==> config.mk <==
export PLATFORM = sky130hd
export DESIGN_NAME = store_fwd_sel
export DESIGN_NICKNAME = d
export VERILOG_FILES = /design/src/rtl/store_fwd_pkg.sv /design/src/rtl/store_fwd_hit.sv /design/src/rtl/store_fwd_prio.sv /design/src/rtl/store_fwd_sel.sv
export SDC_FILE = /design/constraint.sdc
export NUM_CORES = 1
export LEC_CHECK = 0
export BUFFER_PORTS_ARGS = -buffer_cell sky130_fd_sc_hd__clkbuf_2
export CELL_PAD_IN_SITES_DETAIL_PLACEMENT = 1
export CELL_PAD_IN_SITES_GLOBAL_PLACEMENT = 1
export CORE_AREA = 2 2 39 41
export DETAILED_ROUTE_END_ITERATION = 8
export DIE_AREA = 0 0 41 43
export PLACE_DENSITY_LB_ADDON = 0.12
export SYNTH_ARGS = -nofsm -noshare
export SYNTH_HDL_FRONTEND = slang
export SYNTH_SLANG_ARGS = --single-unit
==> constraint.sdc <==
create_clock -name vclk -period 1.3
set_input_delay 0.26 -clock vclk [all_inputs]
set_output_delay 0.26 -clock vclk [all_outputs]
set_load 0.03 [all_outputs]
==> src/rtl/store_fwd_pkg.sv <==
package store_fwd_pkg;
   typedef enum logic [1:0] {
      SRC_REGFILE = 2'b00,
      SRC_OLDER   = 2'b01,
      SRC_NEWER   = 2'b10
   } data_src_e;
endpackage

==> src/rtl/store_fwd_hit.sv <==
module store_fwd_hit #(
   parameter int REG_W     = 5,
   parameter bit SKIP_ZERO = 1'b1
) (
   input  logic             wr_en,
   input  logic [REG_W-1:0] dst,
   input  logic [REG_W-1:0] src,
   output logic             same_reg,
   output logic             hit
);
   localparam logic [REG_W-1:0] ZERO_REG = '0;

   if (REG_W < 1) begin : g_bad_width
      $error("store_fwd_hit: REG_W must be at least 1");
   end

   assign same_reg = (dst == src);

   if (SKIP_ZERO) begin : g_zero_guard
      assign hit = wr_en && same_reg && (dst != ZERO_REG);
   end else begin : g_no_guard
      assign hit = wr_en && same_reg;
   end

   always_comb begin
      // no write enable, no hit
      a_r6_no_hit_without_write: assert (wr_en || !hit);
      // register zero never produces a hit
      if (SKIP_ZERO) a_r5_zero_never_hits: assert (!(hit && dst == ZERO_REG));
   end
endmodule

==> src/rtl/store_fwd_prio.sv <==
module store_fwd_prio
   import store_fwd_pkg::*;
(
   input  logic      is_store,
   input  logic      newer_hit,
   input  logic      newer_same,
   input  logic      older_hit,
   output data_src_e sel
);
   always_comb begin
      sel = SRC_REGFILE;
      if (is_store) begin
         if (newer_hit)                     sel = SRC_NEWER;
         else if (older_hit && !newer_same) sel = SRC_OLDER;
      end
   end

   always_comb begin
      // newer producer wins when both qualify
      a_r4_newer_priority: assert (!(is_store && newer_hit && older_hit) || sel == SRC_NEWER);
      // equal newer destination blocks the older path
      a_r7_equality_blocks_older: assert (!newer_same || sel != SRC_OLDER);
   end
endmodule

==> src/rtl/store_fwd_sel.sv <==
module store_fwd_sel
   import store_fwd_pkg::*;
#(
   parameter int REG_W     = 5,
   parameter bit SKIP_ZERO = 1'b1
) (
   input  logic             ex_is_store,
   input  logic [REG_W-1:0] ex_data_reg,
   input  logic             exm_wr_en,
   input  logic [REG_W-1:0] exm_dst,
   input  logic             mwb_wr_en,
   input  logic [REG_W-1:0] mwb_dst,
   output logic [1:0]       fwd_sel
);
   localparam int N_LATCH = 2;

   if (REG_W < 1 || REG_W > 8) begin : g_bad_cfg
      $error("store_fwd_sel: REG_W out of supported range 1..8");
   end

   logic [N_LATCH-1:0]             lat_we;
   logic [N_LATCH-1:0][REG_W-1:0]  lat_dst;
   logic [N_LATCH-1:0]             lat_same;
   logic [N_LATCH-1:0]             lat_hit;
   data_src_e                      sel_e;

   // index 0: newer (execute/memory), index 1: older (memory/writeback)
   assign lat_we  = {mwb_wr_en, exm_wr_en};
   assign lat_dst = {mwb_dst, exm_dst};

   for (genvar i = 0; i < N_LATCH; i++) begin : g_latch
      store_fwd_hit #(.REG_W(REG_W), .SKIP_ZERO(SKIP_ZERO)) u_hit (
         .wr_en    (lat_we[i]),
         .dst      (lat_dst[i]),
         .src      (ex_data_reg),
         .same_reg (lat_same[i]),
         .hit      (lat_hit[i])
      );
   end

   store_fwd_prio u_prio (
      .is_store   (ex_is_store),
      .newer_hit  (lat_hit[0]),
      .newer_same (lat_same[0]),
      .older_hit  (lat_hit[1]),
      .sel        (sel_e)
   );

   assign fwd_sel = sel_e;

   always_comb begin
      // not a store, register file value
      a_r1_idle_without_store: assert (ex_is_store || fwd_sel == 2'b00);
      // reserved code never appears
      a_r8_no_reserved_code: assert (fwd_sel != 2'b11);
      // a newer match with a nonzero destination forwards the newer value
      a_r2_newer_forward: assert (!(ex_is_store && exm_wr_en && exm_dst == ex_data_reg
                                    && exm_dst != '0) || fwd_sel == 2'b10);
   end
endmodule

Yosys cells after proc, flatten, opt, wreduce, memory -nomap -nowiden
Cells that the tools add are included.
Widths: inputs -> output; s select.
- multiplexer cells: 3
- equality and inequality tests: 2
- reduce and logical (&&, ||, !) cells: 8
- operator list (cell ; number):
    $eq 5x5->1 ; 2
    $reduce_bool 5->1 ; 2
    $logic_and 1x1->1 ; 5
    $mux 2 ; 2
    $logic_not 1->1 ; 1
    $mux 1 ; 1
- output and inout bits: 2
- logic and storage cells: 13
- input port bits: 18
- flip-flop bits (word level): 0

Logic depth before layout (Yosys ltp)
Gate-level depths: netlist of run 1.
- depth in word-level cells: 7
- mapped depth: 4
- depth with buffers taken out: 4

Modules after synthesis
From an unflattened synthesis of run 1, not the netlist that was laid out.
- cell total of the unflattened synthesis: 22
- area total of the unflattened synthesis: 162.7 um^2
- modules (own cells, without submodules) (module ; cells each ; times used ; area each (um^2) ; seq. area each (um^2)):
    store_fwd_hit ; 10 ; 2 ; 71.3 ; 0.0
    store_fwd_prio ; 2 ; 1 ; 20.0 ; 0.0

Least setup slack after synthesis of run 1
Ideal clock, no wire load.
- path type: input to output
- from: input ex_data_reg[0]
- to: output fwd_sel[0]
- buffers on the path: 0
- slack: -0.162 ns
- data required time: 1.040 ns
- cell stages on the path: 4
- arrival: 1.202 ns
- path through: xnor2_1 > nand3_1 > nor3_1 > nor3_1
- longest elaborated chain between the ends: 7
- elaborated cells between the ends (all ways): 11
- classes of those cells: eq/ne: 2; mux: 3; reduce/logical: 6
- ends and longest elaborated chain (element ; line ; RTL):
    start: declaration ; store_fwd_sel.sv:8 ; input logic [REG_W-1:0] ex_data_reg,
    $eq 5x5->1 ; store_fwd_hit.sv:17 ; assign same_reg = (dst == src);
    $logic_and 1x1->1 (2 in a row) ; store_fwd_hit.sv:20 ; assign hit = wr_en && same_reg && (dst != ZERO_REG);
    $logic_and 1x1->1 ; store_fwd_prio.sv:14 ; else if (older_hit && !newer_same) sel = SRC_OLDER;
    $mux 1 ; store_fwd_prio.sv:14 ;
    $mux 2 (*) ; store_fwd_prio.sv:13 ; if (newer_hit) sel = SRC_NEWER;
    $mux 2 (*) ; store_fwd_prio.sv:12 ; if (is_store) begin
    end: declaration ; store_fwd_sel.sv:13 ; output logic [1:0] fwd_sel
Every way passes the cells marked *; elsewhere a longest branch is shown, timed or not.

Worst setup path after layout of run 1
- from: input exm_dst[1]
- to: output fwd_sel[1]
- longest elaborated chain between the ends: 5
- elaborated cells between the ends (all ways): 6
- classes of those cells: eq/ne: 1; mux: 2; reduce/logical: 3
- ends and longest elaborated chain (element ; line ; RTL):
    start: declaration ; store_fwd_sel.sv:10 ; input logic [REG_W-1:0] exm_dst,
    $eq 5x5->1 ; store_fwd_hit.sv:17 ;
    $logic_and 1x1->1 ; store_fwd_hit.sv:20 ;
    $logic_and 1x1->1 (*) ; store_fwd_hit.sv:20 ;
    $mux 2 (*) ; store_fwd_prio.sv:13 ;
    $mux 2 (*) ; store_fwd_prio.sv:12 ;
Marked as above.

==> key figures, run 1 <==
STA
  – Setup TNS: -391.4 ps
  – Worst slew pin tran: approximately 240 ps
  – Post-route clock period utilization: 118.6%
  – RSZ-0062 raised after global routing: true
  – Final Hold Fails: 0
  – Slew headroom: 83.63%
  – Slew Limit Fails: 0
  – Setup violators final: 2
  – Fin worst setup slack: -242.3 ps
  – Tmin final: 1542 ps
  – Fmax achieved: 648.4 MHz

Outcome
  – Outcome: finished, violations left
  – Violated checks: setup timing

Critical path
  – WS Path Type: input port to output pin
  – CP arrival: roughly 1300 ps
  – Slowest cell delay on critical path: 520 ps
  – CP max stage cell: or4_1
  – Critical Path, Cell by Cell: buf_6 > or4_1 > o2111a_2 > buf_8
  – Crit end category: output pin
  – CP Max Fanout: 2
  – Critical Path Start Type: input port
  – CP required: 1040 ps

Route
  – Drt wl/cell: 10.74 µm
  – Via-to-Cell Ratio: 4.000
  – Drt drc: 0
  – Routed Antenna Nets: 0
  – Starting DRC count in detailed routing: 0
  – Drt pass-1 iters: 1
  – Via count: 248
  – Detailed Route WL: 666 µm

Placement
  – Placed cell count: a little over 60
  – Placed instance area: between 300 and 400 µm²
  – PortBufs: 20
  – Routability Congestion: 0.6462

Power
  – Comb pwr share: 100.0%
  – Switch share: 39.17%
  – Peak supply drop: 81.26 µV
  – Flop pwr share: 0%
  – Internal power: 0.07864 mW
  – Clk pwr share: 0%
  – Psw: 0.05064 mW
  – Static leakage: 0.2155 nW
  – PD cells: 287.8 mW/mm²

GRT
  – Total gr overflow: 0
  – Global Route Usage Sum: 8.317%
  – First-pass GRT wire length: 1.083 mm
  – Initial antenna violation count: 0
  – Vias in the first global route: 276
  – Largest net degree at the start of global routing: 3

Worst hold path
  – Worst min path class: input port to output pin
  – Hold path cells: 3

Clock tree
  – # hold bufs at CTS: 0
  – Post-CTS setup buffer count: 0

Floorplan
  – Core ar.: 0.001384 mm²
  – Die Area: 0.001763 mm²
  – Ports: 20
  – FP Rows: 14
  – Height of the chip: 43 µm
  – Die Width: just over 40 µm
  – Initial Util: between 10% and 20%

Finish
  – N_diodes: 0
  – Sequential cell count: 0
  – Layout cell share with drive strength beyond 1: 84.78%
  – Post-route insts no fill: between 60 and 70
  – Sequential Area: 0 µm²
  – Multi-input logic area: 222.7 µm²
  – Clock buffer count: 0
  – Fill cells: 170
  – Area Overhead vs Synth: 214.9%
  – Nets: 66
  – Most frequent cells in the layout: clkbuf_2, xnor2_2, buf_4
  – Leading cell type in the layout, fill and taps excluded: clkbuf_2
  – Design Area, Final: approximately 450 µm²

Synth
  – Cell Area, Synth: 142.6 µm²
  – Synth unique cells: 11
  – Synth warn: 0
  – Post-Syn Instances: 19
  – Mean Syn Cell Area: around 7.5 µm²
  – Synthesized net count: 37
  – Sequential share of the synthesized area: 0%

Flow run
  – Max-cap violations: 0
## logic make-up (layout without fill, tap and decap cells)
logic type / Yosys count / in the layout / share of synthesized area [%]
xor gates and xnor gates: 9 / 9 / 55.27
AOI/OAI and AO/OA: 3 / 3 / 17.54
buffers and inverters: 1 / 28 / 2.629
and+or+nand+nor: 6 / 6 / 24.57
## Yosys cell counts
library cell,instances,area share [%]
o2111ai_1,1,6.1
xnor2_1,7,43
nor4_1,1,4.4
xor2_1,2,12
nand3_1,1,3.5
o21ai_0,1,3.5
o2111a_1,1,7.9
inv_1,1,2.6
or4_1,1,5.3
nor3_1,2,7.0
nand4_1,1,4.4
## critical path, delay by kind of cell
kind,cells,cell delay [ps]
AO/OA/AOI/OAI,1,280
buffers and inverters,2,220
AND/OR/NAND/NOR,1,520
## cell type report
type               instances  area share, %
inverters                  1         0.8357
multi-input cells         18          49.58
well taps                 16          4.457
repair buffers            27          45.13
## power groups by stage
stage,combinational [mW],clock [mW],sequential (mW)
after floorplan,0.0323,0,0
final,0.129,0,0
after global placement,0.0882,0,0
after CTS,0.115,0,0
after detailed placement,0.0898,0,0
after global routing,0.141,0,0
## metrics by stage
step / utilization [%] / total power [mW] / hold WS, ps / worst slack, ps
floorplan: - / 0.03232 / 688.0 / -49.22
global placement: 23.24 / 0.08824 / 883.2 / -287.7
global route: 32.46 / 0.1410 / 873.5 / -275.2
detailed placement: 23.24 / 0.08982 / 881.8 / -310.3
CTS: 29.39 / 0.1154 / 867.1 / -250.1
finish: 32.46 / 0.1293 / 851.8 / -242.3
## layer usage
layer,GRT usage [%],vias up,wire length (µm)
met1,12.46,111,266
met5,0,-,0
met3,0,0,47
met2,13.75,12,352
met4,0,0,0
li1,-,125,-
## timing repair
item / in CTS / in global routing
cloned: 0 / 0
endpoints found under the hold margin: 0 / 0
setup endpoints to repair: 2 / 2
pin swaps: 6 / 5
gates resized for setup: 15 / 10
## path summary, 6_finish.rpt
check,startpoint,to
setup / recovery,exm_dst[1],fwd_sel[1]
hold / removal,exm_wr_en,fwd_sel[1]
Note: power is estimated with default switching activity, not from simulation.
==> run 2, diff against run 1 <==
==> constraint.sdc (replaced) <==
create_clock -name vclk -period 1.5
set_input_delay 0.3 -clock vclk [all_inputs]
set_output_delay 0.3 -clock vclk [all_outputs]
set_load 0.03 [all_outputs]
==> run 2 against run 1 <==
  * The run still ends with setup timing left
  * Setup slack improved by 110 ps
  * Global-route usage fell by 0.52 points
  * Non-clock buffer count fell by 1
  * Sequential share of layout area did not move
  * Cell count fell by 1.6%
  * Critical path type unchanged
  * Highest routed layer unchanged
==> key figures, run 2 (synthesis results as in run 1) <==
Outcome
  – Outcome: finished, violations left
  – Violated checks: setup timing

STA
  – Setup TNS: -153.5 ps (+237.8 ps)
  – Slew Limit Fails: 0 (unchanged)
  – Final Hold Fails: 0 (unchanged)
  – Fin worst setup slack: -128.4 ps (+113.9 ps)
  – Post-route clock period utilization: 108.6%
  – Tmin final: around 1600 ps
  – RSZ-0062 raised after global routing: true
  – Worst slew pin tran: 249.8 ps (+6.532 ps)
  – Fmax achieved: 614.1 MHz
  – Setup violators final: 2 (unchanged)
  – Slew headroom: 83.20% (-0.44 points)

Finish
  – Sequential Area: 0 µm² (unchanged)
  – Leading cell type in the layout, fill and taps excluded: clkbuf_2
  – Clock buffer count: 0 (unchanged)
  – Layout cell share with drive strength beyond 1: 77.78% (-7.0 points)
  – Final Core Density: 29.39% (-3.1 points)
  – Fill cells: 168 (-1.2%)
  – Sequential cell count: 0 (unchanged)
  – Design Area, Final: 406.6 µm² (-9.5%)
  – Area Overhead vs Synth: 185.1%
  – Most frequent cells in the layout: clkbuf_2, buf_4, xnor2_2
  – Nets: 65 (-1.5%)
  – N_diodes: 0 (unchanged)

Route
  – Drt wl/cell: 10.11 µm (-5.8%)
  – Starting DRC count in detailed routing: 0 (unchanged)
  – Via count: 247 (-0.40%)
  – Detailed Route WL: 617 µm (-7.4%)
  – Via-to-Cell Ratio: 4.049 (+1.2%)
  – Drt pass-1 iters: 1 (unchanged)
  – Routed Antenna Nets: 0 (unchanged)
  – Drt drc: 0 (unchanged)

Power
  – PD cells: 243.3 mW/mm² (-15%)
  – Static leakage: 0.1869 nW (-13%)
  – Peak supply drop: 72.42 µV (-11%)

Floorplan
  – Height of the chip: 43 µm (unchanged)
  – Ports: 20 (unchanged)
  – Core ar.: 0.001384 mm² (unchanged)
  – FP Rows: 14 (unchanged)
  – Initial Util: 10.31% (unchanged)
  – Die Width: 41 µm (unchanged)
  – Die Area: 0.001763 mm² (unchanged)

Critical path
  – CP arrival: 1330 ps (+50 ps)
  – CP Max Fanout: 2 (unchanged)
  – Critical path origin: exm_dst[4]
  – Crit end category: output pin
  – WS Path Type: input port to output pin
  – CP required: 1200 ps (+160 ps)
  – Critical Path Start Type: input port

Worst hold path
  – Hold path cells: 3 (unchanged)
  – Critical hold path startpoint: exm_wr_en
  – Worst min path class: input port to output pin

Placement
  – Dpl ws: -160.8 ps (+149.5 ps)
  – PortBufs: 20 (unchanged)
  – Hpwl dp: 566 µm
  – Routability Congestion: 0.7043 (+9.0%)
  – Placed instance area: 312.8 µm² (-2.7%)

GRT
  – Initial antenna violation count: 0 (unchanged)
  – Vias in the first global route: 242 (-12%)
  – First-pass GRT wire length: 1.014 mm (-6.4%)
  – Global Route Usage Sum: 7.800% (-0.52 points)
  – Largest net degree at the start of global routing: 3 (unchanged)
  – Total gr overflow: 0 (unchanged)

Clock tree
  – # hold bufs at CTS: 0 (unchanged)

Flow run
  – Max-cap violations: 0 (unchanged)
## run 2: worst max-delay path, stage by stage
cell	delay, ps
buf_6	90
or4_4	510
o2111a_1	280
buf_8	140
## run 2: layout make-up
cell class                      instances  area [µm²]  area share, %
Multi-Input combinational cell         18       202.7          49.85
Timing Repair Buffer                   26       180.2          44.31
Tap cell                               16       20.02          4.923
Inverter                                1       3.754         0.9231
## run 2: worst paths after layout
kind / end / slack [ps]
max: fwd_sel[1] / -130
min: fwd_sel[1] / 940
## run 2: per-layer routing
metal / part of all wire, % / GRT usage (%) / vias up / wire length [µm]
met1: 38 / 11.11 / 112 / 233
met3: 7.9 / 0 / 0 / 49
met5: 0 / 0 / - / 0
met2: 54 / 13.44 / 10 / 334
met4: 0 / 0 / 0 / 0
li1: - / - / 125 / -
## run 2: repair_timing
| item | CTS | global route |
|---|---|---|
| pin swaps | 4 | 7 |
| setup endpoints to repair | 2 | 2 |
| endpoints found under the hold margin | 0 | 0 |
| resized for setup | 9 | 11 |
| setup buffers | 0 | 0 |
## run 2: metrics by stage
stage	hold WS, ps	total power [mW]	std cells
after global placement	956.5	0.07434	61
after global routing	944.5	0.1078	61
final	938.0	0.09893	61
after detailed placement	957.6	0.07605	61
after CTS	945.2	0.08464	61
after floorplan	779.3	0.02795	19
## run 2: power by group
part           switching (mW)  internal, mW  total, mW
Clock                       0             0          0
Sequential                  0             0          0
Combinational          0.0405        0.0584     0.0989
==> run 3, diff against run 2 <==
--- a/config.mk
+++ b/config.mk
@@ -5,6 +5,7 @@
 export SDC_FILE = /design/constraint.sdc
 export NUM_CORES = 1
 export LEC_CHECK = 0
+export ABC_AREA = 1
 export BUFFER_PORTS_ARGS = -buffer_cell sky130_fd_sc_hd__clkbuf_2
 export CELL_PAD_IN_SITES_DETAIL_PLACEMENT = 1
 export CELL_PAD_IN_SITES_GLOBAL_PLACEMENT = 1
==> run 3 against run 2 <==
  * The run now ends clean
  * Sequential cell count unchanged
  * Combinational power shrank 22%
  * Maximum frequency up 20%
  * Wire length up 7.1%
  * Clock-buffer cell count unchanged
  * Setup slack better by 270 ps
  * Cell count rose by 43%
  * Critical path depth is 4 higher
  * Area after synthesis up 52%
==> key figures, run 3 <==
Finish
  – Sequential cell count: 0 (unchanged)
  – Layout cell share with drive strength beyond 1: 28.17% (-50 points)
  – Sequential Area: 0 µm² (unchanged)
  – Nets: 91 (+40%)
  – Final Core Density: 24.50% (-4.9 points)
  – N_diodes: 0 (unchanged)
  – Clock buffer count: 0 (unchanged)
  – Fill cells: 200 (+19%)
  – Post-route insts no fill: 87 (+43%)
  – Area Overhead vs Synth: 56.65%
  – Design Area, Final: 339.1 µm² (-17%)
  – Leading cell type in the layout, fill and taps excluded: nand2_1
  – Most frequent cells in the layout: nand2_1, clkbuf_2, nor2_1

Placement
  – Dpl ws: 99.15 ps (+260.0 ps)
  – Placed instance area: 336.6 µm² (+7.6%)
  – Placed cell count: 87 (+43%)
  – Routability Congestion: 0.6966 (-1.1%)
  – PortBufs: 20 (unchanged)
  – Hpwl dp: 644.6 µm (+14%)

Floorplan
  – Core ar.: 0.001384 mm² (unchanged)
  – Initial Util: 15.64% (+5.3 points)
  – Ports: 20 (unchanged)
  – Die Width: 41 µm (unchanged)
  – FP Rows: 14 (unchanged)
  – Height of the chip: 43 µm (unchanged)
  – Die Area: 0.001763 mm² (unchanged)

Route
  – Via count: 349 (+41%)
  – Routed Antenna Nets: 0 (unchanged)
  – Via-to-Cell Ratio: 4.011 (-0.93%)
  – Drt drc: 0 (unchanged)
  – Starting DRC count in detailed routing: 2 (+2)
  – Detailed Route WL: 661 µm (+7.1%)
  – Drt wl/cell: 7.598 µm (-25%)
  – Drt pass-1 iters: 2 (+1)

Critical path
  – CP required: 1200 ps (about the same)
  – Critical Path, Cell by Cell: clkbuf_2 > inv_1 > nand2_1 > o21ai_1 > nor2_1 > nand4_1 > nor2_1 > buf_2
  – Critical Path Start Type: input port
  – Crit-path leading delay family: simple AND/OR/NAND/NOR gates
  – CP max stage cell: buf_2
  – CP Max Fanout: 3 (+1)
  – CP most frequent cell: nor2_1
  – CP arrival: 1060 ps (-270 ps)
  – Critical path origin: ex_data_reg[1]
  – Slowest cell delay on critical path: 190 ps (-320 ps)
  – Crit end category: output pin
  – Levels on crit path: 8 (+4)
  – CP Buf/Inv Count: 3 (+1)
  – WS Path Type: input port to output pin

Synth
  – Synthesized net count: 69 (+86%)
  – Synth area leader: nand2_1
  – Synth warn: 0 (unchanged)
  – Count leader, synth: nand2_1
  – Synth unique cells: 9 (-2)
  – Synth cell count leaders: nand2_1, nor2_1, inv_1
  – Cell Area, Synth: 216.5 µm² (+52%)
  – Mean Syn Cell Area: 4.244 µm² (-43%)
  – Top cell type's share of synthesized area: 36.42% (-6.6 points)
  – Area contributors post-synth: nand2_1, nor2_1, inv_1, xnor2_1, nand4_1
  – Post-Syn Instances: 51 (+32)
  – Sequential share of the synthesized area: 0% (unchanged)

GRT
  – Global Route Usage Sum: 8.991% (+1.2 points)
  – Vias in the first global route: 323 (+33%)
  – Total gr overflow: 0 (unchanged)
  – Largest net degree at the start of global routing: 5 (+2)
  – Initial antenna violation count: 0 (unchanged)
  – First-pass GRT wire length: 1.207 mm (+19%)

STA
  – Slew Limit Fails: 0 (unchanged)
  – Final Hold Fails: 0 (unchanged)
  – Tmin final: 1361 ps (-266.9 ps)
  – Worst slew pin tran: 192.1 ps (-57.66 ps)
  – Post-route clock period utilization: 90.76% (-18 points)
  – Setup TNS: 0 ps (+153.5 ps)
  – Setup violators final: 0 (-2)
  – Fin worst setup slack: 138.6 ps (+266.9 ps)
  – RSZ-0062 raised after global routing: true
  – Final hold slack: 947.1 ps (+9.158 ps)
  – Fmax achieved: 734.5 MHz (+20%)
  – Slew headroom: 87.10% (+3.9 points)

Clock tree
  – # hold bufs at CTS: 0 (unchanged)

Worst hold path
  – Hold worst-path end: fwd_sel[1]
  – Worst min path class: input port to output pin
  – Critical hold path startpoint: exm_wr_en
  – Hold path cells: 4 (+1)

Power
  – PD cells: 228.6 mW/mm² (-6.0%)
  – Design Power: 0.07752 mW (-22%)
  – Static leakage: 0.2261 nW (+21%)
  – Peak supply drop: 49.75 µV (-31%)

Outcome
  – Outcome: finished, final reports clean

Flow run
  – Max-cap violations: 0 (unchanged)
-- run 3: cell count changes after synthesis, moves of 2 or more --
cell / change
nand2_1: +21
inv_1: +9
xnor2_1: -4
nor2_1: +11
xor2_1: -2
-- run 3: cell type report --
type | instances | area (µm²) | share of cell area [%]
Inverter | 10 | 37.54 | 11.07
Timing Repair Buffer | 20 | 102.6 | 30.26
Tap cell | 16 | 20.02 | 5.904
Multi-Input combinational cell | 41 | 178.9 | 52.77
-- run 3: how the worst max path moves through the flow --
stage	end	slack, ps
6_report	fwd_sel[1]	140
5_1_grt	fwd_sel[0]	-5
4_1_cts	fwd_sel[0]	90
3_5_place_dp	fwd_sel[0]	100
3_3_place_gp	fwd_sel[0]	110
2_1_floorplan	fwd_sel[1]	150
-- run 3: cell families after synthesis --
kind of cell | share of synthesized area (%)
XOR/XNOR | 12.14
AND/OR/NAND/NOR | 65.89
buffers and inverters | 17.34
AO/OA/AOI/OAI | 4.620
-- run 3: per-layer routing --
metal / vias to the layer above / part of all wire, % / track usage [%]
li1: 192 / - / -
met1: 148 / 44 / 13.61
met2: 9 / 50 / 14.69
met3: 0 / 6.2 / 0
met4: 0 / 0 / 0
met5: - / 0 / 0
-- run 3: power by group --
part,switching (mW),internal (mW)
combinational,0.0408,0.0367
clock,0,0
sequential,0,0
-- run 3: worst min-delay path, cell delays in order --
cell and delay (ps):
clkbuf_2 80, nand3_1 70, nor2_1 40, buf_2 160
-- run 3: what timing repair did --
action,CTS,global route
setup endpoints to repair,0,2
setup buffers,0,0
gates resized for setup,0,4
